$ cat src/rtl/itb_pkg.sv
package itb_pkg;

    typedef enum logic [1:0] {
        CH_IDLE   = 2'd0,
        CH_COUNT  = 2'd1,
        CH_FROZEN = 2'd2
    } ch_state_e;

    // register layout inside one channel slot (word index)
    localparam logic [1:0] SLOT_RELOAD = 2'd0;
    localparam logic [1:0] SLOT_CUR    = 2'd1;
    localparam logic [1:0] SLOT_CTRL   = 2'd2;
    localparam logic [1:0] SLOT_FLAG   = 2'd3;

    localparam int SLOT_BYTES = 16;

    localparam int CTL_RUN   = 0;
    localparam int CTL_IRQEN = 1;
    localparam int CTL_LINK  = 2;
    localparam int CTL_W     = 3;

    localparam int BANK_STOP_BIT = 1;

endpackage

$ cat src/rtl/itb_channel.sv
module itb_channel
    import itb_pkg::*;
#(
    parameter int CNT_W    = 32,
    parameter int DATA_W   = 32,
    parameter bit HAS_PREV = 1'b1
) (
    input  logic              clk,
    input  logic              rst_n,
    input  logic              stop_next,
    input  logic              prev_expire,
    input  logic              reload_we,
    input  logic              ctrl_we,
    input  logic              flag_we,
    input  logic [DATA_W-1:0] wdata,
    output logic [CNT_W-1:0]  count_o,
    output logic [CNT_W-1:0]  reload_o,
    output logic [CTL_W-1:0]  ctrl_o,
    output logic              flag_o,
    output logic              expire_o
);

    ch_state_e         state_q, state_d;
    logic [CNT_W-1:0]  count_q, reload_q;
    logic [CTL_W-1:0]  ctrl_q;
    logic              flag_q;
    logic              run_next, start, stop_wr, linked, step, expire;

    assign run_next = ctrl_we ? wdata[CTL_RUN] : ctrl_q[CTL_RUN];
    assign start    = ctrl_we && wdata[CTL_RUN] && !ctrl_q[CTL_RUN];
    assign stop_wr  = ctrl_we && !wdata[CTL_RUN];
    assign linked   = HAS_PREV && ctrl_q[CTL_LINK];
    assign step     = linked ? prev_expire : 1'b1;
    assign expire   = (state_q == CH_COUNT) && !stop_wr && step && (count_q == '0);

    // next-state selection
    always_comb begin
        if (!run_next)      state_d = CH_IDLE;
        else if (stop_next) state_d = CH_FROZEN;
        else                state_d = CH_COUNT;
    end

    // state register
    always_ff @(posedge clk) begin
        if (!rst_n) state_q <= CH_IDLE;
        else        state_q <= state_d;
    end

    // counter driven by the current state
    always_ff @(posedge clk) begin
        if (!rst_n) begin
            count_q <= '0;
        end else begin
            unique case (state_q)
                CH_IDLE: begin
                    if (start) count_q <= reload_q;
                end
                CH_COUNT: begin
                    if (expire)                 count_q <= reload_q;
                    else if (!stop_wr && step)  count_q <= count_q - 1'b1;
                end
                CH_FROZEN: begin
                    count_q <= count_q;
                end
                default: begin
                    count_q <= count_q;
                end
            endcase
        end
    end

    // software-visible registers
    always_ff @(posedge clk) begin
        if (!rst_n) begin
            reload_q <= '0;
            ctrl_q   <= '0;
            flag_q   <= 1'b0;
        end else begin
            if (reload_we) reload_q <= wdata[CNT_W-1:0];
            if (ctrl_we)   ctrl_q   <= wdata[CTL_W-1:0];
            if (expire)                       flag_q <= 1'b1;
            else if (flag_we && wdata[0])     flag_q <= 1'b0;
        end
    end

    assign count_o  = count_q;
    assign reload_o = reload_q;
    assign ctrl_o   = ctrl_q;
    assign flag_o   = flag_q;
    assign expire_o = expire;

endmodule

$ cat src/rtl/itb_regif.sv
module itb_regif
    import itb_pkg::*;
#(
    parameter int          NUM_CH  = 4,
    parameter int          CNT_W   = 32,
    parameter int          DATA_W  = 32,
    parameter int          ADDR_W  = 12,
    parameter int unsigned CH_BASE = 'h100
) (
    input  logic                         clk,
    input  logic                         rst_n,
    input  logic                         wr_en,
    input  logic [ADDR_W-1:0]            addr,
    input  logic                         wr_stop_bit,
    output logic [DATA_W-1:0]            rdata,
    output logic                         stop_q,
    output logic                         stop_next,
    output logic [NUM_CH-1:0]            reload_we,
    output logic [NUM_CH-1:0]            ctrl_we,
    output logic [NUM_CH-1:0]            flag_we,
    input  logic [NUM_CH-1:0][CNT_W-1:0] count_i,
    input  logic [NUM_CH-1:0][CNT_W-1:0] reload_i,
    input  logic [NUM_CH-1:0][CTL_W-1:0] ctrl_i,
    input  logic [NUM_CH-1:0]            flag_i
);

    localparam int IDX_LSB  = $clog2(SLOT_BYTES);
    localparam int IDX_W    = (NUM_CH > 1) ? $clog2(NUM_CH) : 1;
    localparam int WIN_SIZE = NUM_CH * SLOT_BYTES;

    logic [ADDR_W-1:0] rel;
    logic              ch_hit, bank_hit, bank_we;
    logic [IDX_W-1:0]  idx;
    logic [1:0]        slot;

    assign rel      = addr - ADDR_W'(CH_BASE);
    assign ch_hit   = (rel < ADDR_W'(WIN_SIZE)) && (rel[1:0] == 2'b00);
    assign idx      = rel[IDX_LSB +: IDX_W];
    assign slot     = rel[3:2];
    assign bank_hit = (addr == '0);
    assign bank_we  = wr_en && bank_hit;

    always_ff @(posedge clk) begin
        if (!rst_n)       stop_q <= 1'b0;
        else if (bank_we) stop_q <= wr_stop_bit;
    end

    assign stop_next = bank_we ? wr_stop_bit : stop_q;

    for (genvar i = 0; i < NUM_CH; i++) begin : g_we
        logic sel;
        assign sel          = wr_en && ch_hit && (idx == IDX_W'(i));
        assign reload_we[i] = sel && (slot == SLOT_RELOAD);
        assign ctrl_we[i]   = sel && (slot == SLOT_CTRL);
        assign flag_we[i]   = sel && (slot == SLOT_FLAG);
    end

    always_comb begin
        rdata = '0;
        if (bank_hit) begin
            rdata[BANK_STOP_BIT] = stop_q;
        end else if (ch_hit) begin
            unique case (slot)
                SLOT_RELOAD: rdata[CNT_W-1:0] = reload_i[idx];
                SLOT_CUR:    rdata[CNT_W-1:0] = count_i[idx];
                SLOT_CTRL:   rdata[CTL_W-1:0] = ctrl_i[idx];
                SLOT_FLAG:   rdata[0]         = flag_i[idx];
                default:     rdata            = '0;
            endcase
        end
    end

endmodule

$ cat src/rtl/intv_timer_bank.sv
module intv_timer_bank
    import itb_pkg::*;
#(
    parameter int          NUM_CH  = 4,
    parameter int          CNT_W   = 32,
    parameter int          DATA_W  = 32,
    parameter int          ADDR_W  = 12,
    parameter int unsigned CH_BASE = 'h100
) (
    input  logic              clk,
    input  logic              rst_n,
    input  logic              wr_en,
    input  logic [ADDR_W-1:0] addr,
    input  logic [DATA_W-1:0] wdata,
    output logic [DATA_W-1:0] rdata,
    output logic              irq
);

    logic [NUM_CH-1:0][CNT_W-1:0] count_arr, reload_arr;
    logic [NUM_CH-1:0][CTL_W-1:0] ctrl_arr;
    logic [NUM_CH-1:0]            flag_arr, expire_arr, prev_exp;
    logic [NUM_CH-1:0]            reload_we, ctrl_we, flag_we;
    logic                         stop_q, stop_next;

    itb_regif #(
        .NUM_CH (NUM_CH),
        .CNT_W  (CNT_W),
        .DATA_W (DATA_W),
        .ADDR_W (ADDR_W),
        .CH_BASE(CH_BASE)
    ) u_regif (
        .clk        (clk),
        .rst_n      (rst_n),
        .wr_en      (wr_en),
        .addr       (addr),
        .wr_stop_bit(wdata[BANK_STOP_BIT]),
        .rdata      (rdata),
        .stop_q     (stop_q),
        .stop_next  (stop_next),
        .reload_we  (reload_we),
        .ctrl_we    (ctrl_we),
        .flag_we    (flag_we),
        .count_i    (count_arr),
        .reload_i   (reload_arr),
        .ctrl_i     (ctrl_arr),
        .flag_i     (flag_arr)
    );

    for (genvar i = 0; i < NUM_CH; i++) begin : g_ch
        if (i == 0) begin : g_first
            assign prev_exp[i] = 1'b0;
        end else begin : g_next
            assign prev_exp[i] = expire_arr[i-1];
        end

        itb_channel #(
            .CNT_W   (CNT_W),
            .DATA_W  (DATA_W),
            .HAS_PREV(i > 0)
        ) u_ch (
            .clk        (clk),
            .rst_n      (rst_n),
            .stop_next  (stop_next),
            .prev_expire(prev_exp[i]),
            .reload_we  (reload_we[i]),
            .ctrl_we    (ctrl_we[i]),
            .flag_we    (flag_we[i]),
            .wdata      (wdata),
            .count_o    (count_arr[i]),
            .reload_o   (reload_arr[i]),
            .ctrl_o     (ctrl_arr[i]),
            .flag_o     (flag_arr[i]),
            .expire_o   (expire_arr[i])
        );
    end

    always_comb begin
        irq = 1'b0;
        for (int i = 0; i < NUM_CH; i++) begin
            irq = irq | (flag_arr[i] & ctrl_arr[i][CTL_IRQEN]);
        end
    end

endmodule

$ cat config.mk
export PLATFORM = sky130hd
export DESIGN_NAME = intv_timer_bank
export DESIGN_NICKNAME = d
export VERILOG_FILES = /design/src/rtl/itb_pkg.sv /design/src/rtl/itb_channel.sv /design/src/rtl/itb_regif.sv /design/src/rtl/intv_timer_bank.sv
export SDC_FILE = /design/constraint.sdc
export NUM_CORES = 1
export LEC_CHECK = 0
export ABC_CLOCK_PERIOD_IN_PS = 4800
export BUFFER_PORTS_ARGS = -buffer_cell sky130_fd_sc_hd__buf_2
export CAP_MARGIN = 20
export CORE_ASPECT_RATIO = 2
export CORE_MARGIN = 10
export CORE_UTILIZATION = 51
export CTS_BUF_LIST = sky130_fd_sc_hd__clkbuf_2 sky130_fd_sc_hd__clkbuf_4 sky130_fd_sc_hd__clkbuf_8
export DETAILED_ROUTE_END_ITERATION = 12
export PLACE_DENSITY = 0.68
export SKIP_CTS_REPAIR_TIMING = 1
export SYNTH_ARGS = -nofsm -noshare
export SYNTH_HDL_FRONTEND = slang
export SYNTH_SLANG_ARGS = --single-unit
$ cat constraint.sdc
create_clock -name clk -period 4.8 [get_ports clk]
set_input_delay 0.24 -clock clk [delete_from_list [all_inputs] [get_ports clk]]
set_output_delay 0.24 -clock clk [all_outputs]
set_load 0.05 [all_outputs]
==> flow_summary.json, run 1 <==
{
  "status": "finished, final reports clean",
  "multi_input_area_sq_um": 9170,
  "grt_pass1_wl_um": 88300,
  "critical_path.top_delay_family": "simple AND/OR/NAND/NOR gates",
  "critPathKind": "register to register",
  "crit_chain": "inv_1 -> ha_1 -> or4b_1 -> nand2b_1 -> nor4_2 -> nand3_1 -> o21ai_2 -> a21o_1 -> buf_4 -> o21ai_0 -> a22oi_1 -> nor2_1",
  "grt_use_total_pct": 29.9,
  "firstDrtPassIters": 6,
  "met1_usage_pct": 32.5,
  "num_vias": 15800,
  "max-cap-violations": 0,
  "setup_violations": 0,
  "grt-ovfl-total": 0,
  "worst_slack_ns": 0.635,
  "layout.nets": 2093,
  "max_freq_ghz": 0.240,
  "rows": 90,
  "r2r_setup_slack_ns": 0.63,
  "drt_wl_total_um": 58400,
  "seq_area_sq_um": 5630,
  "gr-max-usage-layer": "met2",
  "tightest_slew_ns": 1.20,
  "syn-num-nets": 2038,
  "max_slew_margin_pct": 20.1,
  "ys_warn_count": 0,
  "place_ws_ns": 0.699,
  "ys_types": 66,
  "clock_skew_ns": 0.0297,
  "synth_flop_cell": "dfxtp_1",
  "netlist_top_cells_count": "nand2_1, dfxtp_1, a21oi_1",
  "initial_core_util_pct": 51.6,
  "area_growth_pct": 12.3,
  "clockRootBuffer": "clkbuf_8",
  "critPathBufInv": 2,
  "grt_util_met3_pct": 3.56,
  "critPathSlowestCell": "or4b_1",
  "gp_congestion": 0.985,
  "avgSynthCellArea_sq_um": 7.80,
  "num-fill-cells": 2834,
  "synth_area_leaders": "dfxtp_1, mux4_2, nand2_1",
  "crit_arrival_ns": 4.61,
  "async_flop_share_pct": 0,
  "drive_gt1_share_pct": 15.9,
  "cts_tree": "built",
  "place_hpwl_um": 41600,
  "min_path_type": "input pin to register",
  "dr.first_iter.drc_count": 1745,
  "cp_max_fo": 23,
  "syn_area_sq_um": 15500,
  "drc": 0,
  "ys_ff_latch": 281,
  "die_area_sq_um": 38200,
  "yosysSeqAreaShare_pct": 36.3,
  "htreeDepth": 2,
  "synth.most_common_cell": "nand2_1",
  "rsz0062_at_grt": "no",
  "fin_area_sq_um": 17400,
  "synth_edf_count": 0,
  "startpoint_type": "register",
  "die_h_um": 267,
  "layout_min_cycle_time_ns": 4.17,
  "final_max_slew_viol_count": 0,
  "grt_max_degree": 109,
  "final_antenna_net_count": 0,
  "place_area_sq_um": 16200,
  "clock_latency_ns": 0.60,
  "core_sq_um": 30100,
  "cpPeakStageDelay_ns": 0.55,
  "die_x_um": 143,
  "tns_ns": 0,
  "end_kind": "register",
  "vias_per_cell": 6.46,
  "powerDensity_nw_per_um2": 268,
  "period_share_pct": 86.8,
  "cp.required_ns": 5.25,
  "total_leakage_power_nw": 6.16,
  "numCtsBuffers": 43,
  "vdd_ir_drop_max_mv": 0.288,
  "grtUsageMet2_pct": 52.5,
  "io-pin-count": 80,
  "yosysTopAreaCellShare_pct": 36.3,
  "clkTransAtPathRegs_ns": 0.06,
  "hold_viol_final": 0,
  "antenna_found_initial": 1,
  "grt_pass1_vias": 15100,
  "syn_inst": 1987,
  "cts_sinks": 281,
  "clock_path_buffers": 3,
  "yosys.area.top_type": "dfxtp_1",
  "placement.io_buffers": 79,
  "wire_per_inst_um": 23.9
}
## registers in the layout (all words and copies together) (netlist names)
| name | flops |
|---|---|
| g_ch.u_ch.count_o | 128 |
| g_ch.u_ch.reload_o | 128 |
| g_ch.u_ch.ctrl_o | 12 |
| g_ch.u_ch.state_q | 8 |
| g_ch.u_ch.flag_o | 4 |
| u_regif.stop_q | 1 |
## final cells by class
| cell class | count | share of cell area (%) |
|---|---|---|
| antenna | 1 | 0.0144 |
| clock buffer | 74 | 5.17 |
| clock inverter | 1 | 0.0287 |
| inverter | 29 | 0.654 |
| multi-input combinational | 1526 | 52.6 |
| sequential | 281 | 32.3 |
| tap | 368 | 2.64 |
| timing repair buffer | 161 | 6.55 |
## cells in the final DEF, fill, tap and decap left out, types with 29 or more instances in the layout
cell / instances
buf_4: 50
dlygate4sd3_1: 29
nand3_1: 56
nor3_1: 68
mux4_2: 69
nand2_1: 379
nor2_1: 180
a21oi_1: 254
o21ai_0: 169
nor4_1: 34
buf_2: 77
clkbuf_8: 55
dfxtp_1: 281
mux2i_1: 43
## routing by layer
metal	up-vias	share of wire, %
met5	-	0
met4	0	7.7
met3	249	6.5
met2	811	51
met1	7443	35
li1	7257	-
## worst reg2reg max path: stages, from the launching register on
cell      delay (ns)
dfxtp_1         0.36
inv_1           0.09
ha_1            0.21
or4b_1          0.55
nand2b_1        0.40
nor4_2          0.54
nand3_1         0.23
o21ai_2         0.42
a21o_1          0.54
buf_4           0.37
o21ai_0         0.13
a22oi_1         0.15
nor2_1          0.05
## final timing paths
check / from / end / depth (start not counted)
worst max register to register: g_ch[1].u_ch.count_o[0] / g_ch[2].u_ch.count_o[3] / 12
worst min register to register: g_ch[3].u_ch.reload_o[15] / g_ch[3].u_ch.reload_o[15] / 2
worst min-delay path: wdata[2] / g_ch[2].u_ch.reload_o[2] / 3
worst max-delay path: g_ch[1].u_ch.count_o[0] / g_ch[2].u_ch.count_o[3] / 12
## metrics by stage
| stage | utilization (%) | std cells | hold WS (ns) | power [W] |
|---|---|---|---|---|
| after floorplan | - | 1987 | 0.376 | 0.00249 |
| after global placement | 53.8 | 2334 | 0.455 | 0.00255 |
| after detailed placement | 53.9 | 2335 | 0.463 | 0.00255 |
| after CTS | 56.9 | 2410 | -0.115 | 0.00467 |
| after global routing | 57.9 | 2441 | 0.00693 | 0.00479 |
| final | 57.9 | 2441 | 0.00824 | 0.00467 |
## logic make-up after synthesis
logic type / synth area share, %
buf+inv: 4.87
mux: 13.3
fa+ha+maj: 0.323
simple gates: 24.7
compound gates: 20.6
flops: 36.3
## power by group
part | leakage [nW] | total [W] | switching, W | internal [W]
logic | 3.41 | 0.000191 | 0.000124 | 0.0000673
registers | 2.26 | 0.00233 | 0.000000261 | 0.00233
clock network | 0.487 | 0.00214 | 0.000977 | 0.00117
No activity file was read; power rests on OpenSTA's default activity.
==> run 2: changes to the inputs <==
SYNTH_HIERARCHICAL = 1   (was default)
==> run 2 against run 1 <==
Effect of this change:
- the flow now finishes with violations (negative hold slack)
- critical endpoint is now g_ch[3].u_ch/count_o[23]
- utilization grew 0.66 points
- die area grew 6.2%
- largest cell class unchanged
- fmax shrank 8.9%
- first-iteration DRC count grew 20%
- highest routed layer unchanged
==> flow_summary.json, run 2 <==
{
  "status": "finished with violations",
  "violations": "negative hold slack",
  "grt-ovfl-total": 0,
  "critPathKind": "register to register",
  "drt_wl_total_um": 68500,
  "p_sw_share_pct": 24.8,
  "ys_warn_count": 6,
  "layout_commonest_cell": "dfxtp_1",
  "layout_min_cycle_time_ns": 4.57,
  "powerDensity_nw_per_um2": 249,
  "max_slew_margin_pct": 17.7,
  "vdd_ir_drop_max_mv": 0.174,
  "layout.nets": 2009,
  "grt_use_total_pct": 32.4,
  "rows": 93,
  "syn_inst": 1865,
  "pwr-share-comb_pct": 4.4,
  "p_int_w": 0.00352,
  "avgSynthCellArea_sq_um": 8.89,
  "max-cap-violations": 0,
  "pwr-share-clk_pct": 45.8,
  "vias_per_cell": 6.94,
  "gp_congestion": 1.04,
  "holdWs_ns": -0.0142,
  "max_freq_ghz": 0.219,
  "grt_max_degree": 100,
  "clkTransAtPathRegs_ns": 0.07,
  "clock_skew_ns": 0.0291,
  "num_vias": 16800,
  "tightest_slew_ns": 1.22,
  "numCtsBuffers": 43,
  "cts_sinks": 281,
  "antenna_found_initial": 1,
  "drive_gt1_share_pct": 19.3,
  "cp.required_ns": 5.29,
  "final_antenna_net_count": 0,
  "crit_chain": "inv_1 -> ha_1 -> or3b_1 -> or4_4 -> nor2_4 -> nand2_1 -> nor4_4 -> nand2b_1 -> nand3_1 -> nor4b_2 -> nand2b_1 -> nand3_1 -> nor4b_2 -> o221ai_2 -> buf_4 -> and2_1 -> buf_12 -> o31a_1 -> o221a_2",
  "crit_arrival_ns": 5.06,
  "firstDrtPassIters": 6,
  "setup_violations": 0,
  "finalPower_w": 0.00469,
  "grt_pass1_vias": 15800,
  "drc": 0,
  "htreeDepth": 2,
  "cp_max_fo": 19,
  "area_growth_pct": 13.5,
  "grt_pass1_wl_um": 100000,
  "min_path_type": "input pin to register",
  "io-pin-count": 80,
  "cpPeakStageDelay_ns": 0.47,
  "critPathBufInv": 3,
  "seqPwrFrac_pct": 49.8,
  "critical_path.top_delay_family": "simple AND/OR/NAND/NOR gates",
  "dr.first_iter.drc_count": 2091,
  "p_sw_w": 0.00116,
  "placement.io_buffers": 79,
  "total_leakage_power_nw": 6.83,
  "syn_area_sq_um": 16600,
  "die_h_um": 275,
  "core_sq_um": 32100,
  "critPathSlowestCell": "or4_4",
  "place_hpwl_um": 51100,
  "initial_core_util_pct": 51.6,
  "place_area_sq_um": 17700,
  "period_share_pct": 95.2,
  "layout_common_cells": "dfxtp_1, nor2_1, mux2i_1",
  "die_area_sq_um": 40600,
  "end_kind": "register",
  "syn-num-nets": 1916,
  "clockRootBuffer": "clkbuf_8",
  "clock_path_buffers": 3,
  "wire_per_inst_um": 28.4,
  "hold_viol_final": 8,
  "fin_area_sq_um": 18800,
  "final_max_slew_viol_count": 0,
  "die_x_um": 148,
  "clock_latency_ns": 0.60,
  "cts_tree": "built",
  "startpoint_type": "register"
}
run 2: cell type report:
class                      instances  area (sq um)
antenna                            1          2.50
tap                              427           534
clock inverter                     9          76.3
multi-input combinational       1416         10300
clock buffer                      63           805
sequential                       281          5630
inverter                          20          75.1
timing repair buffer             196          1400
fill                            3012         13300
run 2: worst paths after layout:
check,from,end,slack [ns],cells past startpoint
hold reg to reg,g_ch[3].u_ch/reload_o[28],g_ch[3].u_ch/count_o[28],0.51,2
setup / recovery,g_ch[0].u_ch/count_o[0],g_ch[3].u_ch/count_o[23],0.23,19
hold / removal,wdata[31],g_ch[1].u_ch/reload_o[31],-0.01,3
setup reg to reg,g_ch[0].u_ch/count_o[0],g_ch[3].u_ch/count_o[23],0.23,19
run 2: layer usage:
layer,track usage (%),part of all wire [%]
met3,4.28,6.9
met4,23.7,8.1
met2,54.0,48
met1,37.4,37
met5,0,0
run 2: per-stage QoR:
| step | cells | TNS (ns) | utilization, % | setup WS [ns] | hold slack, ns |
|---|---|---|---|---|---|
| CTS | 2396 | -0.697 | 57.9 | -0.115 | -0.0602 |
| finish | 2413 | 0 | 58.6 | 0.230 | -0.0142 |
| global placement | 2324 | -0.0257 | 55.1 | -0.0210 | 0.462 |
| global route | 2413 | -0.266 | 58.6 | -0.0610 | 0.000424 |
| floorplan | 1865 | 0 | - | 0.139 | 0.379 |
| detailed placement | 2324 | -0.294 | 55.1 | -0.0816 | 0.485 |
run 2: tightest hold or removal path, stage by stage:
cell	delay [ns]
buf_2	0.14
mux2i_1	0.08
nor2_1	0.07
run 2: power by group through the flow:
stage / clock network (W) / registers (W) / logic, W
2_1_floorplan: 0 / 0.00238 / 0.000110
3_3_place_gp: 0 / 0.00238 / 0.000189
3_5_place_dp: 0 / 0.00238 / 0.000190
4_1_cts: 0.00216 / 0.00233 / 0.000190
5_1_grt: 0.00225 / 0.00233 / 0.000213
6_report: 0.00215 / 0.00233 / 0.000207
==> run 3: changes to the inputs <==
CELL_PAD_IN_SITES_DETAIL_PLACEMENT = 0   (was default)
CELL_PAD_IN_SITES_GLOBAL_PLACEMENT = 1   (was default)
PLACE_DENSITY = default   (was 0.68)
PLACE_DENSITY_LB_ADDON = 0.1   (was default)
==> run 3 against run 2 <==
Effect of this change:
- the run still ends with negative hold slack left
- setup slack got worse by 0.0049 ns
- routed wire length rose by 1.8%
- die area unchanged
- highest routed layer unchanged
- final area grew 0.87%
- sequential power is essentially flat
- global-route usage grew 0.77 points
- combinational power grew 2%
- largest cell class unchanged
- fmax fell by 0.11%
==> flow_summary.json, run 3 (same netlist as run 2, synthesis figures left out) <==
{
  "layout_common_cells": "dfxtp_1, nor2_1, mux2i_1",
  "status": "finished with violations",
  "crit_arrival_ns": 5.10,
  "clock_path_buffers": 3,
  "dr.first_iter.drc_count": 2084,
  "max_slew_margin_pct": 24.5,
  "core_sq_um": 32100,
  "vdd_ir_drop_max_mv": 0.229,
  "holdWs_ns": -0.0233,
  "die_x_um": 148,
  "firstDrtPassIters": 6,
  "hold_viol_final": 28,
  "grt_pass1_vias": 16200,
  "num_vias": 16800,
  "final_max_slew_viol_count": 0,
  "grt-ovfl-total": 0,
  "antenna_found_initial": 1,
  "initial_core_util_pct": 51.6,
  "clockRootBuffer": "clkbuf_8",
  "startpoint_type": "register",
  "die_h_um": 275,
  "violations": "negative hold slack",
  "drt_wl_total_um": 69700,
  "layout_commonest_cell": "dfxtp_1",
  "vias_per_cell": 6.90,
  "final_antenna_net_count": 0,
  "rows": 93,
  "area_growth_pct": 14.5,
  "grt_pass1_wl_um": 103000,
  "seq_area_sq_um": 5630,
  "htreeDepth": 2,
  "max-cap-violations": 0,
  "min_path_type": "input pin to register",
  "multi_input_area_sq_um": 10300,
  "period_share_pct": 95.3,
  "place.detailed.instances": 2336,
  "clkTransAtPathRegs_ns": 0.07,
  "instances_no_fill": 2430,
  "numCtsBuffers": 45,
  "drive_gt1_share_pct": 19.8,
  "drc": 0,
  "num-fill-cells": 3021,
  "total_leakage_power_nw": 6.93,
  "setup_violations": 0,
  "max_freq_ghz": 0.219,
  "tns_ns": 0,
  "powerDensity_nw_per_um2": 256,
  "grt_use_total_pct": 33.2,
  "cts_sinks": 281,
  "layout_min_cycle_time_ns": 4.58,
  "io-pin-count": 80,
  "die_area_sq_um": 40600,
  "clock_skew_ns": 0.0261,
  "critPathKind": "register to register",
  "wire_per_inst_um": 28.7,
  "cp.required_ns": 5.33,
  "tightest_slew_ns": 1.12,
  "cp_max_fo": 9,
  "clock_latency_ns": 0.61,
  "placement.io_buffers": 79,
  "grt_max_degree": 74,
  "fin_util_pct": 59.1,
  "cts_tree": "built",
  "place_hpwl_um": 52100,
  "gp_congestion": 1.00,
  "end_kind": "register",
  "layout.nets": 2025
}
-- run 3: worst paths after layout --
check	cells after the start	from	endpoint	slack, ns
max	20	g_ch[0].u_ch/count_o[0]	g_ch[3].u_ch/count_o[2]	0.22
min	3	wdata[21]	g_ch[2].u_ch/reload_o[21]	-0.02
max reg2reg	20	g_ch[0].u_ch/count_o[0]	g_ch[3].u_ch/count_o[2]	0.22
min reg2reg	2	u_regif/stop_q	u_regif/stop_q	0.49
-- run 3: metal layers --
layer | wire length, um | share of wire [%] | vias to the layer above | track usage (%)
met1 | 25300 | 36 | 8228 | 38.0
met4 | 4870 | 7.0 | 0 | 21.4
met2 | 34700 | 50 | 930 | 57.3
met3 | 4920 | 7.1 | 255 | 3.92
met5 | 0 | 0 | - | 0
li1 | - | - | 7357 | -
-- run 3: cell type report --
| type | count | area share [%] |
|---|---|---|
| clock buffer | 62 | 4.33 |
| multi-input combinational | 1416 | 54.2 |
| tap | 427 | 2.82 |
| timing repair buffer | 210 | 7.86 |
| clock inverter | 13 | 0.771 |
| inverter | 20 | 0.396 |
| sequential | 281 | 29.6 |
| antenna | 1 | 0.0132 |
-- run 3: report_power, final --
part | switching, W | total [W] | internal (W)
clock | 0.00105 | 0.00231 | 0.00127
combinational | 0.000145 | 0.000211 | 0.0000659
sequential | 0.000000285 | 0.00233 | 0.00233
-- run 3: critical path: stages (launching register included) --
cell and delay [ns]:
dfxtp_1 0.31, inv_1 0.09, ha_1 0.18, or3b_1 0.41, or4_4 0.48, nor2_4 0.13
nand2_1 0.09, nor4_2 0.29, nand2b_1 0.19, nand3_1 0.11, nor4b_1 0.27, nand2b_1 0.23
nand3_1 0.17, nor4b_4 0.29, o221ai_2 0.19, buf_4 0.21, nand2_1 0.13, buf_4 0.21
nand2_1 0.13, buf_4 0.22, o22ai_1 0.16
-- run 3: per-stage QoR --
stage               power (W)  setup WS, ns  area, sq um
floorplan             0.00249         0.139        16600
global placement      0.00258        0.0707        17800
detailed placement    0.00258        -0.148        17800
CTS                   0.00487        -0.194        18800
global route          0.00497       -0.0101        19000
finish                0.00485         0.225        19000
